===== config.mk =====
export PLATFORM = sky130hd
export DESIGN_NAME = cp_xfer_seq
export DESIGN_NICKNAME = d
export VERILOG_FILES = /design/src/rtl/cp_xfer_pkg.sv /design/src/rtl/cp_prim_decode.sv /design/src/rtl/cp_beat_size.sv /design/src/rtl/cp_xfer_seq.sv
export SDC_FILE = /design/constraint.sdc
export NUM_CORES = 1
export LEC_CHECK = 0
export ABC_CLOCK_PERIOD_IN_PS = 4000
export BUFFER_PORTS_ARGS = -buffer_cell sky130_fd_sc_hd__buf_2
export CAP_MARGIN = 20
export CELL_PAD_IN_SITES_DETAIL_PLACEMENT = 1
export CELL_PAD_IN_SITES_GLOBAL_PLACEMENT = 2
export CORE_MARGIN = 2
export CORE_UTILIZATION = 27
export DETAILED_ROUTE_END_ITERATION = 6
export PLACE_DENSITY = 0.92
export SLEW_MARGIN = 40
export SYNTH_ARGS = -nofsm -noshare
export SYNTH_HDL_FRONTEND = slang
export SYNTH_SLANG_ARGS = --single-unit

===== constraint.sdc =====
create_clock -name clk -period 4 [get_ports clk]
set_clock_uncertainty 0.15 [all_clocks]
set_input_delay 0.2 -clock clk [delete_from_list [all_inputs] [get_ports clk]]
set_output_delay 0.2 -clock clk [all_outputs]
set_load 0.01 [all_outputs]

===== src/rtl/cp_xfer_pkg.sv =====
`timescale 1ns/1ps
package cp_xfer_pkg;
  localparam logic [4:0] PRIM_TAKE_XFER = 5'b00101;
  localparam logic [2:0] FC_USR_DATA    = 3'd1;
  localparam logic [2:0] FC_SUP_DATA    = 3'd5;

  typedef enum logic [2:0] {
    S_IDLE, S_FADR, S_MRD, S_CWR, S_CRD, S_MWR, S_FIN, S_VIOL
  } seq_state_t;

  typedef struct packed {
    logic       ca;
    logic       dr;
    logic       type_ok;
    logic [7:0] len;
  } prim_fields_t;
endpackage


===== src/rtl/cp_prim_decode.sv =====
`timescale 1ns/1ps
module cp_prim_decode
  import cp_xfer_pkg::*;
(
  input  logic [15:0]  word,
  output prim_fields_t fields
);
  // the PC bit belongs to other handling stages
  logic unused_pc;
  assign unused_pc = word[14];

  always_comb begin
    fields.ca      = word[15];
    fields.dr      = word[13];
    fields.type_ok = (word[12:8] == PRIM_TAKE_XFER);
    fields.len     = word[7:0];
  end
endmodule


===== src/rtl/cp_beat_size.sv =====
`timescale 1ns/1ps
module cp_beat_size #(
  parameter int LEN_W      = 8,
  parameter int BEAT_BYTES = 4
) (
  input  logic [LEN_W-1:0]              rem,
  output logic [$clog2(BEAT_BYTES):0]   nbytes,
  output logic [$clog2(BEAT_BYTES)-1:0] size_code
);
  localparam int SIZE_W = $clog2(BEAT_BYTES);
  localparam int CNT_W  = SIZE_W + 1;

  logic full;
  assign full      = rem >= LEN_W'(BEAT_BYTES);
  assign nbytes    = full ? CNT_W'(BEAT_BYTES) : CNT_W'(rem[SIZE_W-1:0]);
  assign size_code = full ? '0 : rem[SIZE_W-1:0];
endmodule


===== src/rtl/cp_xfer_seq.sv =====
`timescale 1ns/1ps
module cp_xfer_seq
  import cp_xfer_pkg::*;
#(
  parameter int DATA_W = 32,
  parameter int LEN_W  = 8
) (
  input  logic              clk,
  input  logic              rst,
  input  logic              start,
  input  logic [15:0]       prim_word,
  input  logic              cond_cat,
  input  logic              sup_bit,
  output logic              cr_req,
  output logic              cr_sel,
  output logic              cr_we,
  output logic [DATA_W-1:0] cr_wdata,
  input  logic [DATA_W-1:0] cr_rdata,
  input  logic              cr_rdy,
  output logic              mem_req,
  output logic              mem_we,
  output logic [DATA_W-1:0] mem_addr,
  output logic [$clog2(DATA_W/8)-1:0] mem_size,
  output logic [2:0]        mem_fc,
  output logic [DATA_W-1:0] mem_wdata,
  input  logic [DATA_W-1:0] mem_rdata,
  input  logic              mem_rdy,
  output logic              busy,
  output logic              done,
  output logic              proto_viol
);
  localparam int BEAT_BYTES = DATA_W / 8;
  localparam int SIZE_W     = $clog2(BEAT_BYTES);
  localparam int CNT_W      = SIZE_W + 1;

  seq_state_t        st;
  prim_fields_t      pf;
  logic [DATA_W-1:0] addr_q, data_q;
  logic [LEN_W-1:0]  rem_q;
  logic              dr_q;
  logic [2:0]        fc_q;
  logic [CNT_W-1:0]  nbytes;
  logic [SIZE_W-1:0] size_code;

  cp_prim_decode u_dec (.word(prim_word), .fields(pf));

  cp_beat_size #(.LEN_W(LEN_W), .BEAT_BYTES(BEAT_BYTES)) u_beat (
    .rem(rem_q), .nbytes(nbytes), .size_code(size_code)
  );

  always_ff @(posedge clk) begin
    if (rst) begin
      st     <= S_IDLE;
      addr_q <= '0;
      data_q <= '0;
      rem_q  <= '0;
      dr_q   <= 1'b0;
      fc_q   <= FC_USR_DATA;
    end else begin
      case (st)
        S_IDLE: if (start && pf.type_ok) begin
          dr_q  <= pf.dr;
          rem_q <= LEN_W'(pf.len);
          fc_q  <= sup_bit ? FC_SUP_DATA : FC_USR_DATA;
          st    <= (cond_cat && !pf.ca) ? S_VIOL : S_FADR;
        end
        S_FADR: if (cr_rdy) begin
          addr_q <= cr_rdata;
          if (rem_q == '0) st <= S_FIN;
          else             st <= dr_q ? S_CRD : S_MRD;
        end
        S_MRD: if (mem_rdy) begin
          data_q <= mem_rdata;
          addr_q <= addr_q + DATA_W'(nbytes);
          rem_q  <= rem_q - LEN_W'(nbytes);
          st     <= S_CWR;
        end
        S_CWR: if (cr_rdy) st <= (rem_q == '0) ? S_FIN : S_MRD;
        S_CRD: if (cr_rdy) begin
          data_q <= cr_rdata;
          st     <= S_MWR;
        end
        S_MWR: if (mem_rdy) begin
          addr_q <= addr_q + DATA_W'(nbytes);
          rem_q  <= rem_q - LEN_W'(nbytes);
          st     <= (rem_q == LEN_W'(nbytes)) ? S_FIN : S_CRD;
        end
        default: st <= S_IDLE;
      endcase
    end
  end

  assign mem_req    = (st == S_MRD) || (st == S_MWR);
  assign mem_we     = (st == S_MWR);
  assign mem_addr   = addr_q;
  assign mem_size   = size_code;
  assign mem_fc     = fc_q;
  assign mem_wdata  = data_q;
  assign cr_req     = (st == S_FADR) || (st == S_CRD) || (st == S_CWR);
  assign cr_sel     = (st != S_FADR);
  assign cr_we      = (st == S_CWR);
  assign cr_wdata   = data_q;
  assign busy       = (st != S_IDLE);
  assign done       = (st == S_FIN);
  assign proto_viol = (st == S_VIOL);


  mem_hold_chk: assert property (@(posedge clk) disable iff (rst)
    mem_req && !mem_rdy |=> mem_req && $stable(mem_addr) && $stable(mem_size) && $stable(mem_we));

  cr_hold_chk: assert property (@(posedge clk) disable iff (rst)
    cr_req && !cr_rdy |=> cr_req && $stable(cr_sel) && $stable(cr_we));

  viol_quiet_chk: assert property (@(posedge clk) disable iff (rst)
    proto_viol |-> !mem_req && !cr_req && !done);

  done_pulse_chk: assert property (@(posedge clk) disable iff (rst)
    done |=> !done);

  fc_space_chk: assert property (@(posedge clk) disable iff (rst)
    mem_req |-> (mem_fc == FC_SUP_DATA) || (mem_fc == FC_USR_DATA));

  addr_step_chk: assert property (@(posedge clk) disable iff (rst)
    mem_req && mem_rdy && (mem_size == '0) |=> mem_addr == $past(mem_addr) + DATA_W'(BEAT_BYTES));
endmodule


# Word-level counts from Yosys, hierarchy flattened
# Index checks and enable logic that the tools add are counted.
# word_totals
reg_bits,79
inputBits,87
out_inout_bits,109
wordCells,67
# classes
n_addsub,2
order_cmp,1
eq_ne,17
muxes,23
reduce_logical,18
# ops
op,count
32-bit one-hot mux with 2 select lines,2
32-bit two-way mux,3
3-bit two-way mux,12
32-bit by 3-bit adder with 32-bit output,1
3-bit one-hot mux with 6 select lines,1
8-bit two-way mux,2
8-bit one-hot mux with 2 select lines,1
3-bit == test (second input constant),4
3-bit AND reduction,3
8-bit by 3-bit == test with 1-bit output,1
8-bit by 3-bit greater-or-equal comparator with 1-bit output (second input constant),1
8-bit zero test,1
2-bit inequality test (second input constant),4
8-bit by 3-bit subtractor with 8-bit output,1
3-bit by 2-bit == test with 1-bit output (second input constant),2
2-bit by 1-bit inequality test with 1-bit output (second input constant),3
6-bit AND reduction,1
2-bit nonzero test,3
5-bit by 3-bit == test with 1-bit output (second input constant),1
2-bit two-way mux,2
3-bit by 1-bit == test with 1-bit output (second input constant),1
3-bit zero test,1
1-bit logical OR,3
3-bit by 1-bit inequality test with 1-bit output (second input constant),1
5 further kinds,6

# Logic depth before layout (Yosys ltp)
# Gate-level depths: netlist (run 1).
# depth
ltp_word,6
mapped_depth,11
ltp_nobuf,10

# Modules after synthesis
# A second synthesis (run 1) with hierarchy kept.
# unflattened
hier_cells,627
hier_area_um2,4938.5
# modules_own_cells
module,n_inst,cells_each,area_per_inst_um2,seq_area_each_um2
cp_xfer_seq,1,607,4794.6,1541.5
cp_prim_decode,1,12,88.8,0.0
cp_beat_size,1,8,55.1,0.0

# Worst setup path before layout (run 1)
# OpenSTA, ideal clock, no wires.
# synth_timing
path_type,register -> register
startpoint,reg rem_q[4]
endpoint,"reg addr_q[14], in the netlist mem_addr[14]"
setup_ps,118
arrival_time_ps,2727
required_ps,3732
slack_ps,1005
path_stages_with_launch,12
n_path_buf,1
synth_period_minus_slack_ps,2995
cell_sequence,dfxtp_1 or3_1 nor4_4 and2_1 ha_1 fa_1 a21oi_1 or3_1 clkbuf_1 or3_1 o211ai_1 nor2_1
# synth_between
elab_chain_len,5
# synth_lines
item,line_no,source
from (decl),cp_xfer_seq.sv:39,logic [LEN_W-1:0] rem_q;
from (signal assigned),cp_xfer_seq.sv:63,rem_q <= LEN_W'(pf.len);
from (signal assigned),cp_xfer_seq.sv:75,rem_q <= rem_q - LEN_W'(nbytes);
from (signal assigned),cp_xfer_seq.sv:85,rem_q <= rem_q - LEN_W'(nbytes);
8-bit by 3-bit greater-or-equal comparator with 1-bit output,cp_beat_size.sv:14,assign full = rem >= LEN_W'(BEAT_BYTES);
3-bit two-way mux,cp_beat_size.sv:15,assign nbytes = full ? CNT_W'(BEAT_BYTES) : CNT_W'(rem[SIZE_W-1:0]);
32-bit by 3-bit adder with 32-bit output,"cp_xfer_seq.sv:74, cp_xfer_seq.sv:84",
32-bit two-way mux,"cp_xfer_seq.sv:72, cp_xfer_seq.sv:83",
32-bit one-hot mux with 2 select lines,cp_xfer_seq.sv:60,case (st)
to (signal assigned),cp_xfer_seq.sv:68,addr_q <= cr_rdata;
to (signal assigned),cp_xfer_seq.sv:74,addr_q <= addr_q + DATA_W'(nbytes);
to (signal assigned),cp_xfer_seq.sv:84,addr_q <= addr_q + DATA_W'(nbytes);
to (decl),cp_xfer_seq.sv:38,"logic [DATA_W-1:0] addr_q, data_q;"
# Every way passes these cells. The select of a mux whose other input is x is not followed.
# A chain may end at the register's enable or synchronous reset.

# Worst setup path in the final report (run 1)
# layout_timing
startpoint,reg rem_q[4]
endpoint,"reg addr_q[30], in the netlist mem_addr[30]"
# Same word-level chain as after synthesis.

==> metrics.md, run 1 <==
| Metric | Value |
|---|---|
| Final Core Density | 35.3% |
| Routed len/inst | 18.0 microns |
| Die Span Y | 137 microns |
| Hold path cells | 3 |
| Tcrit/Tclk final | 84.9% |
| Fmax | 295 MHz |
| Layout cells sized above 1 | 32.6% |
| FILL cells | 2158 |
| Hold Violations, Final | 0 |
| Crit start category | flop |
| Vias in the first global route | 5075 |
| Skew-Pair Late Insertion Delay | 0.35 ns |
| WL final | 17.3 mm |
| Max rail drop VDD | 0.251 mV |
| Crit Path Class | reg2reg |
| Slew @ Worst Pin | 0.808 ns |
| Die Wd | 137 microns |
| Lkg Pwr | 2.57 nW |
| Synth unique cells | 70 |
| #FFs+latches synth | 77 |
| Worst r2r src | rem_q[4]$_SDFFE_PP0P_ |
| CTS Hold Buffers Added | 8 |
| EDFF count, synth | 0 |
| Hold path endpoint | mem_addr[31]$_SDFFE_PP0P_ |
| RSZ-0062 raised after global routing | false |
| Pin count of the biggest net entering global routing | 68 |
| GR Overflow Total | 0 |
| Num ports | 196 |
| Num CTS Buffers | 9 |
| Rows | 48 |
| Routed Antenna Nets | 0 |
| Post-Syn Area per Cell | 8.13 sq um |
| Hold Startpoint | cr_rdata[31] |
| Total Die Area | 18800 sq um |
| Period minus WS final | 3.39 ns |
| Bufs on Longest Clock Path | 2 |
| Relative slew slack | 46.1% |
| Clock Tree Root | clkbuf_16 |
| Max FO, Critical Path | 10 |
| Synth Flop Type | dfxtp_1 |
| Power per cell area | 634 nW/um^2 |
| Most common cell after layout, fill and taps aside | buf_2 |
| Vias per std cell | 5.22 |
| Starting Density | 27.6% |
| Htree depth | 3 |
| Share of flip-flops with an asynchronous set or reset | 0% |
| Area Overhead vs Synth | 27.5% |
| Drt drc | 0 |
| HPWL after detailed placement | 12.3 mm |
| First-pass GRT wire length | 27.0 mm |
| CTS clk-pin slew, worst paths | 0.06 ns |
| Buffers on Ports | 192 |
| Reg2reg setup slack | 0.61 ns |
| Setup crit start | rem_q[4]$_SDFFE_PP0P_ |
| Clk sinks | 77 |
| R2R depth | 10 |
| Final setup fails | 0 |
| Status | finished, final reports clean |
| GRT Total Usage | 18.7% |
| RR Endpoint | mem_addr[30]$_SDFFE_PP0P_ |
| Sequential area share after synthesis | 32.2% |
| Mapped Area | 4780 sq um |
| Initial antenna violation count | 0 |
| Postcts setup bufs | 0 |
| Worst hold-check path type | in2reg |
| Ant diodes | 0 |
| Fin. max-slew vios | 0 |
| Required @ worst endpoint | 4.13 ns |
| Syn. warnings | 0 |
| Synth Instances | 588 |
| First-pass iteration count of the detailed router | 6 |
| Vias | 5034 |
| Initial DRC Count | 187 |
| Routability cong. | 0.778 |
| Nets | 828 |
| CP endpoint kind | flop |
| Post-route setup TNS | 0 ns |
| TritonCTS clock tree | yes |
| Total core area | 17300 sq um |
| Arrival time worst endpoint | 3.52 ns |
| Resized cells post-CTS | 0 |
| Max-Cap Viols | 0 |
| Commonest cells after routing, fill and taps aside | 192 x buf_2, 77 x dfxtp_1, 58 x nor2_1, 40 x nand2_1, 40 x a211oi_1 |
[through the flow]
| stage | total power (W) | cells | hold WS [ns] | setup WS (ns) | instance area (sq um) |
|---|---|---|---|---|---|
| after floorplan | 0.00246 | 589 | 0.194 | 1.01 | 4780 |
| after CTS | 0.00391 | 963 | 0.0000207 | 0.589 | 6080 |
| after global placement | 0.00297 | 940 | 0.284 | 0.713 | 5690 |
| after detailed placement | 0.00300 | 940 | 0.296 | 0.631 | 5690 |
| final | 0.00387 | 964 | 0.00670 | 0.605 | 6100 |
| after global routing | 0.00417 | 964 | 0.0179 | 0.290 | 6100 |
[state kept, by name, indices dropped and copies added (netlist names)]
signal	cells
cr_wdata	32
st	3
rem_q	8
mem_fc	1
dr_q	1
mem_addr	32
[area by class of cell]
class / count / area (sq um) / area share [%]
well taps: 225 / 282 / 4.62
clock buffers: 11 / 233 / 3.82
repair buffers: 213 / 1150 / 18.9
inverters: 7 / 26.3 / 0.431
flip-flops and latches: 77 / 1540 / 25.3
multi-input cells: 427 / 2790 / 45.8
clock inverters: 4 / 73.8 / 1.21
[routing by layer]
metal  vias up  share of wire [%]  track usage (%)
met5         -                  0                0
met4         0                1.6             6.01
met3        20                6.8             4.78
met2       155                 48             31.7
met1      2413                 44             23.0
li1       2446                  -                -
[worst max-delay path, stage by stage, from the launching register on]
cell and delay [ns]:
dfxtp_1 0.35, or3_1 0.49, nor4_4 0.29, and2_1 0.21, ha_1 0.19, fa_1 0.21, a21oi_1 0.25, nor3_4 0.43
nand3_1 0.16, or4_1 0.42, a31oi_1 0.16
[worst max-delay path by stage]
stage,endpoint,slack [ns],depth (start not counted)
floorplan,mem_addr[14]$_SDFFE_PP0P_,1.01,11
global placement,mem_addr[30]$_SDFFE_PP0P_,0.71,10
detailed placement,mem_addr[30]$_SDFFE_PP0P_,0.63,10
CTS,mem_addr[30]$_SDFFE_PP0P_,0.59,10
global route,mem_addr[30]$_SDFFE_PP0P_,0.29,10
finish,mem_addr[30]$_SDFFE_PP0P_,0.61,10
[kinds of logic after synthesis]
kind of cell             count (synthesis)  share of synthesized area, %
multiplexers                            37                          7.80
XOR/XNOR                                 2                         0.366
AO/OA/AOI/OAI                          173                          24.5
other                                    2                         0.157
flip-flops                              77                          32.2
adder cells (fa/ha/maj)                  6                          1.73
AND/OR/NAND/NOR                        206                          23.2
buffers and inverters                   85                          9.97
[power breakdown]
| group | switching (W) | internal (W) |
|---|---|---|
| registers | 0.000262 | 0.000967 |
| logic | 0.00103 | 0.000717 |
| clock network | 0.000347 | 0.000544 |
| total | 0.00164 | 0.00223 |
[cells in the mapped netlist (all sizes together) (4+ instances only)]
| master | count | area (sq um) |
|---|---|---|
| clkbuf | 25 | 98.8 |
| a31oi | 13 | 81.3 |
| a211oi | 40 | 300 |
| ha | 5 | 62.6 |
| mux2i | 35 | 350 |
| and4 | 4 | 35.0 |
| nand2b | 4 | 25.0 |
| nand4 | 13 | 103 |
| nand3 | 22 | 110 |
| o31ai | 4 | 30.0 |
| o21ai | 26 | 130 |
| o21a | 5 | 37.5 |
| nand2 | 41 | 156 |
| nand3b | 7 | 56.3 |
| nor2 | 60 | 230 |
| dfxtp | 77 | 1540 |
| nor4 | 8 | 80.1 |
| a22oi | 5 | 37.5 |
| a21o | 9 | 67.6 |
| or3 | 10 | 62.6 |
| o211ai | 4 | 30.0 |
| and3 | 6 | 37.5 |
| a21oi | 39 | 199 |
| buf | 53 | 352 |
| inv | 7 | 26.3 |
| and2 | 7 | 43.8 |
| nor3 | 10 | 61.3 |
Note: power is estimated with default switching activity, not from simulation.
==> inputs of run 2 (changes only) <==
ABC_CLOCK_PERIOD_IN_PS = 3300   (was 4000)
clock period = 3.3 ns   (was 4 ns; I/O delays follow)
==> run 2 against run 1 <==
Net effect:
- sequential power rose by 19%
- via count fell by 0.18%
- largest cell class unchanged
- critical path depth did not move
- critical path type unchanged
- wire length fell by 0.75%
- critical endpoint is now mem_addr[20]$_SDFFE_PP0P_
- design area rose by 2.9%
- first-iteration DRC count fell by 9.6%
- sequential share of layout area fell by 0.71 points
- flip-flop and latch count did not move
==> metrics.md, run 2 (synthesis results as in run 1) <==
| Metric | Value |
|---|---|
| GR Layer Usage met1 | 22.8% (-0.20 points) |
| Pre-CTS WS | 0.260 ns (-0.371 ns) |
| Routed len/inst | 17.5 microns (-2.5%) |
| CP Cell Sequence | or3_1 -> nor4_4 -> and2_1 -> ha_1 -> fa_1 -> a21oi_1 -> or3_4 -> o31ai_1 -> a21oi_1 -> a211oi_1 |
| Ant diodes | 0 (unchanged) |
| Num ports | 196 (unchanged) |
| M3 GR Usage | 3.96% (-0.81 points) |
| Gr busiest metal | met2 |
| Routed Antenna Nets | 0 (unchanged) |
| CTS clk-pin slew, worst paths | 0.07 ns (about the same) |
| Nets | 844 (+1.9%) |
| Die Wd | 137 microns (unchanged) |
| Final setup fails | 0 (unchanged) |
| GRT Total Usage | 18.3% (-0.36 points) |
| Bufs on Longest Clock Path | 2 (unchanged) |
| WL final | 17.2 mm (-0.75%) |
| Die Span Y | 137 microns (unchanged) |
| Max-Cap Viols | 0 (unchanged) |
| Layout Cells excl Fill | 981 (+1.8%) |
| Htree depth | 3 (unchanged) |
| Dpl cells | 944 (+0.43%) |
| Pin count of the biggest net entering global routing | 68 (unchanged) |
| Lkg Pwr | 2.65 nW (+2.9%) |
| Commonest cells after routing, fill and taps aside | 192 x buf_2, 77 x dfxtp_1, 58 x nor2_1, 40 x nand2_1, 40 x a211oi_1 |
| Rows | 48 (unchanged) |
| Skew-Pair Late Insertion Delay | 0.35 ns (about the same) |
| Crit start category | flop |
| Worst hold-check path type | in2reg |
| Drt drc | 0 (unchanged) |
| Most common cell after layout, fill and taps aside | buf_2 |
| Vias in the first global route | 4955 (-2.4%) |
| Vias per std cell | 5.12 (-1.9%) |
| Total Die Area | 18800 sq um (unchanged) |
| Required @ worst endpoint | 3.41 ns (-0.72 ns) |
| Fin. max-slew vios | 0 (unchanged) |
| Routability cong. | 0.788 (+1.3%) |
| Period minus WS final | 2.98 ns (-0.411 ns) |
| Status | finished, final reports clean |
| Starting Density | 27.6% (unchanged) |
| Total core area | 17300 sq um (unchanged) |
| Max rail drop VDD | 0.253 mV (+1.0%) |
| Met2 Use GR | 31.4% (-0.30 points) |
| First-pass GRT wire length | 26.5 mm (-1.7%) |
| Relative slew slack | 46.9% (+0.81 points) |
| TritonCTS clock tree | yes |
| First-pass iteration count of the detailed router | 4 (-2) |
| Tcrit/Tclk final | 90.4% (+5.6 points) |
| Most frequent CP cell | a21oi_1 |
| Num CTS Buffers | 9 (unchanged) |
| Hold Violations, Final | 0 (unchanged) |
| Layout cells sized above 1 | 32.8% (+0.19 points) |
| GR Overflow Total | 0 (unchanged) |
| HPWL after detailed placement | 12.4 mm (+0.85%) |
| Area Overhead vs Synth | 31.2% |
| Slack of the critical path | 0.316 ns (-0.289 ns) |
| Crit Path Class | reg2reg |
| Arrival time worst endpoint | 3.10 ns (-0.42 ns) |
| Initial antenna violation count | 0 (unchanged) |
| Clk sinks | 77 (unchanged) |
| Vias | 5025 (-0.18%) |
| Clock Tree Root | clkbuf_16 |
| CP max stage cell | or3_1 |
| Slew @ Worst Pin | 0.796 ns (-0.0122 ns) |
| Fmax | 335 MHz (+14%) |
| RSZ-0062 raised after global routing | false |
| Initial DRC Count | 169 (-9.6%) |
| Buffers on Ports | 192 (unchanged) |
| Power per cell area | 754 nW/um^2 (+19%) |
| Max FO, Critical Path | 6 (-4) |
| CP endpoint kind | flop |
| Post-route setup TNS | 0 ns (unchanged) |
| CP max stage delay | 0.48 ns (about the same) |
-- run 2: worst paths after layout --
check | to | slack [ns] | depth (start not counted) | start
max | mem_addr[20]$_SDFFE_PP0P_ | 0.32 | 10 | rem_q[4]$_SDFFE_PP0P_
min | cr_wdata[3]$_SDFFE_PP0P_ | 0.007 | 3 | mem_rdata[3]
max reg2reg | mem_addr[20]$_SDFFE_PP0P_ | 0.32 | 10 | rem_q[4]$_SDFFE_PP0P_
min reg2reg | rem_q[6]$_SDFFE_PP0P_ | 0.34 | 2 | rem_q[6]$_SDFFE_PP0P_
-- run 2: critical path: cells and delay by family, from the launching register on --
kind                       cells  cell delay [ns]
adders and majority gates      2             0.41
AOI/OAI and AO/OA              4             0.72
and+or+nand+nor                4             1.29
DFF                            1             0.34
-- run 2: cell type report --
type,instances,area [sq um]
Fill cell,2125,11000
Multi-Input combinational cell,427,2800
Sequential cell,77,1540
Timing Repair Buffer,229,1300
Tap cell,225,282
Clock buffer,9,225
Clock inverter,7,98.8
Inverter,7,26.3
-- run 2: metal layers --
layer  vias to the layer above  wire [microns]
met3                         7             997
met4                         0             118
met5                         -               0
met1                      2382            7620
li1                       2492               -
met2                       144            8440
-- run 2: timing repair --
item,in CTS,in global routing
setup buffers,0,0
setup endpoints to repair,0,3
hold buffers,21,0
resized for setup,0,1
endpoints found under the hold margin,21,0
-- run 2: power by group --
| group | switching (W) | total [W] | internal [W] |
|---|---|---|---|
| combinational | 0.00126 | 0.00217 | 0.000907 |
| sequential | 0.000292 | 0.00146 | 0.00117 |
| clock | 0.000433 | 0.00110 | 0.000667 |
-- run 2: metrics by stage --
stage,instance area [sq um],total power [W],util [%],hold slack [ns]
finish,6270,0.00473,36.3,0.00684
global route,6270,0.00512,36.3,0.0150
CTS,6270,0.00480,36.2,0.00183
detailed placement,5730,0.00366,33.1,0.267
global placement,5730,0.00363,33.1,0.248
floorplan,4780,0.00298,-,0.159
==> inputs of run 3 (changes only) <==
ABC_CLOCK_PERIOD_IN_PS = 2920   (was 3300)
clock period = 2.92 ns   (was 3.3 ns; I/O delays follow)
==> run 3 against run 2 <==
Net effect:
- the flow now finishes with violations (negative hold slack)
- sequential power up 13%
- combinational power rose by 24%
- via count grew 4.4%
- clock power up 5%
- core utilization is 2.6 points higher
==> metrics.md, run 3 (synthesis results as in run 1) <==
| Metric | Value |
|---|---|
| Num ports | 196 (unchanged) |
| Clock power share | 20.9% (-2.3 points) |
| Drt drc | 0 (unchanged) |
| Dpl cells | 954 (+1.1%) |
| Bufs on Longest Clock Path | 2 (unchanged) |
| Final setup fails | 0 (unchanged) |
| Pre-CTS WS | -0.0272 ns (-0.288 ns) |
| Pin count of the biggest net entering global routing | 65 (-4.4%) |
| Hold Startpoint | mem_rdata[22] |
| Net Sw Frac | 42.7% (+0.68 points) |
| Post-route setup TNS | 0 ns (unchanged) |
| Num CTS Buffers | 9 (unchanged) |
| Layout Cells excl Fill | 1022 (+4.2%) |
| Routed Antenna Nets | 0 (unchanged) |
| Tcrit/Tclk final | 99.3% (+8.9 points) |
| Max FO, Critical Path | 6 (unchanged) |
| Worst Setup EP | mem_addr[14]$_SDFFE_PP0P_ |
| Htree depth | 3 (unchanged) |
| Required @ worst endpoint | 3.02 ns (-0.39 ns) |
| Arrival time worst endpoint | 3.00 ns (-0.10 ns) |
| Vias per std cell | 5.14 (+0.25%) |
| Final Core Density | 38.9% (+2.6 points) |
| Combinational Power Share | 48.9% (+3.1 points) |
| Worst r2r src | rem_q[6]$_SDFFE_PP0P_ |
| Rows | 48 (unchanged) |
| WL final | 18.5 mm (+7.8%) |
| Clk sinks | 77 (unchanged) |
| HPWL after detailed placement | 12.7 mm (+2.4%) |
| Lkg Pwr | 2.82 nW (+6.5%) |
| Hold Violations, Final | 1 (+1) |
| Switch Pwr | 0.00234 W (+18%) |
| Crit Path Class | reg2reg |
| FILL cells | 2123 (-0.094%) |
| Die Span Y | 137 microns (unchanged) |
| Max rail drop VDD | 0.309 mV (+22%) |
| Skew-Pair Late Insertion Delay | 0.35 ns (about the same) |
| Int Power | 0.00315 W (+15%) |
| GRT Total Usage | 19.3% (+1.0 points) |
| Total core area | 17300 sq um (unchanged) |
| Total Die Area | 18800 sq um (unchanged) |
| Layout cells sized above 1 | 34.3% (+1.5 points) |
| Area Overhead vs Synth | 40.7% |
| Sequential share of power | 30.2% (-0.7 points) |
| TritonCTS clock tree | yes |
| Initial antenna violation count | 1 (+1) |
| Buffers on Ports | 192 (unchanged) |
| Max-Cap Viols | 0 (unchanged) |
| CTS clk-pin slew, worst paths | 0.06 ns (about the same) |
| Routability cong. | 0.809 (+2.7%) |
| Slack of the critical path | 0.0190 ns (-0.297 ns) |
| Status | finished with violations |
| Crit start category | flop |
| Commonest cells after routing, fill and taps aside | 192 x buf_2, 76 x dfxtp_1, 58 x nor2_1, 48 x dlygate4sd3_1, 40 x a211oi_1 |
| Routed len/inst | 18.1 microns (+3.5%) |
| Hold path cells | 3 (unchanged) |
| First-pass GRT wire length | 28.2 mm (+6.1%) |
| Nets | 884 (+4.7%) |
| Fmax | 345 MHz (+2.9%) |
| Fin. max-slew vios | 0 (unchanged) |
| Initial DRC Count | 195 (+15%) |
| Worst hold-check path type | in2reg |
| Die Wd | 137 microns (unchanged) |
| RSZ-0062 raised after global routing | true |
| First-pass iteration count of the detailed router | 4 (unchanged) |
| Reg2reg setup slack | 0.02 ns (-0.30 ns) |
| Most common cell after layout, fill and taps aside | buf_2 |
| Vias | 5248 (+4.4%) |
| Power per cell area | 815 nW/um^2 (+8.1%) |
| WHS | -0.000180 ns (-0.00702 ns) |
| CP endpoint kind | flop |
| RR Endpoint | mem_addr[14]$_SDFFE_PP0P_ |
| Starting Density | 27.6% (unchanged) |
| Period minus WS final | 2.90 ns (-0.0830 ns) |
| Relative slew slack | 57.0% (+10 points) |
| Slew @ Worst Pin | 0.645 ns (-0.151 ns) |
| Vias in the first global route | 5233 (+5.6%) |
| Clock Tree Root | clkbuf_16 |
| Failing checks | negative hold slack |
| Setup crit start | rem_q[6]$_SDFFE_PP0P_ |
| R2R depth | 10 (unchanged) |
| GR Overflow Total | 0 (unchanged) |
-- run 3: worst min path at each step --
stage                                endpoint  slack [ns]
floorplan                   dr_q$_SDFFE_PP0P_        0.14
global placement            dr_q$_SDFFE_PP0P_        0.22
detailed placement     mem_fc[2]$_SDFFE_PP0P_        0.24
CTS                 cr_wdata[22]$_SDFFE_PP0P_      0.0002
global route        mem_addr[23]$_SDFFE_PP0P_        0.01
finish              cr_wdata[22]$_SDFFE_PP0P_     -0.0002
-- run 3: stage by stage --
stage	power, W	cell area, sq um
finish	0.00549	6730
floorplan	0.00339	4820
detailed placement	0.00423	5870
global route	0.00589	6730
CTS	0.00546	6650
global placement	0.00419	5870
-- run 3: per-layer routing --
metal  up-vias  track usage (%)  share of wire (%)
met4         0             5.78                1.1
met3        14             4.00                5.6
met5         -                0                  0
met2       138             33.9                 50
li1       2569                -                  -
met1      2527             23.7                 44
-- run 3: final cells by class --
class	count	area, sq um	area share (%)
inverter	7	26.3	0.391
clock buffer	11	233	3.46
tap	225	282	4.18
timing repair buffer	269	1700	25.2
sequential	77	1540	22.9
antenna	1	2.50	0.0372
clock inverter	5	61.3	0.911
multi-input combinational	427	2880	42.9
-- run 3: power groups by stage --
| stage | logic (W) | clock network, W | registers, W |
|---|---|---|---|
| 2_1_floorplan | 0.00171 | 0 | 0.00168 |
| 3_3_place_gp | 0.00253 | 0 | 0.00166 |
| 3_5_place_dp | 0.00256 | 0 | 0.00167 |
| 4_1_cts | 0.00263 | 0.00118 | 0.00165 |
| 5_1_grt | 0.00297 | 0.00122 | 0.00170 |
| 6_report | 0.00268 | 0.00115 | 0.00165 |
-- run 3: timing repair --
action | in CTS | in global routing
setup endpoints to repair | 3 | 22
setup buffers | 0 | 3
pin swaps | 0 | 5
cloned | 0 | 0
hold buffers | 48 | 0
hold endpoints to repair | 45 | 0
gates resized for setup | 1 | 12
-- run 3: worst max-delay path, stage by stage, from the launching register on --
cell      delay (ns)
dfxtp_2         0.33
or3_4           0.40
nor4_4          0.32
and2_4          0.22
ha_4            0.13
fa_2            0.23
a21oi_4         0.08
or3_4           0.39
or3_4           0.38
o211ai_1        0.09
nor2_1          0.07
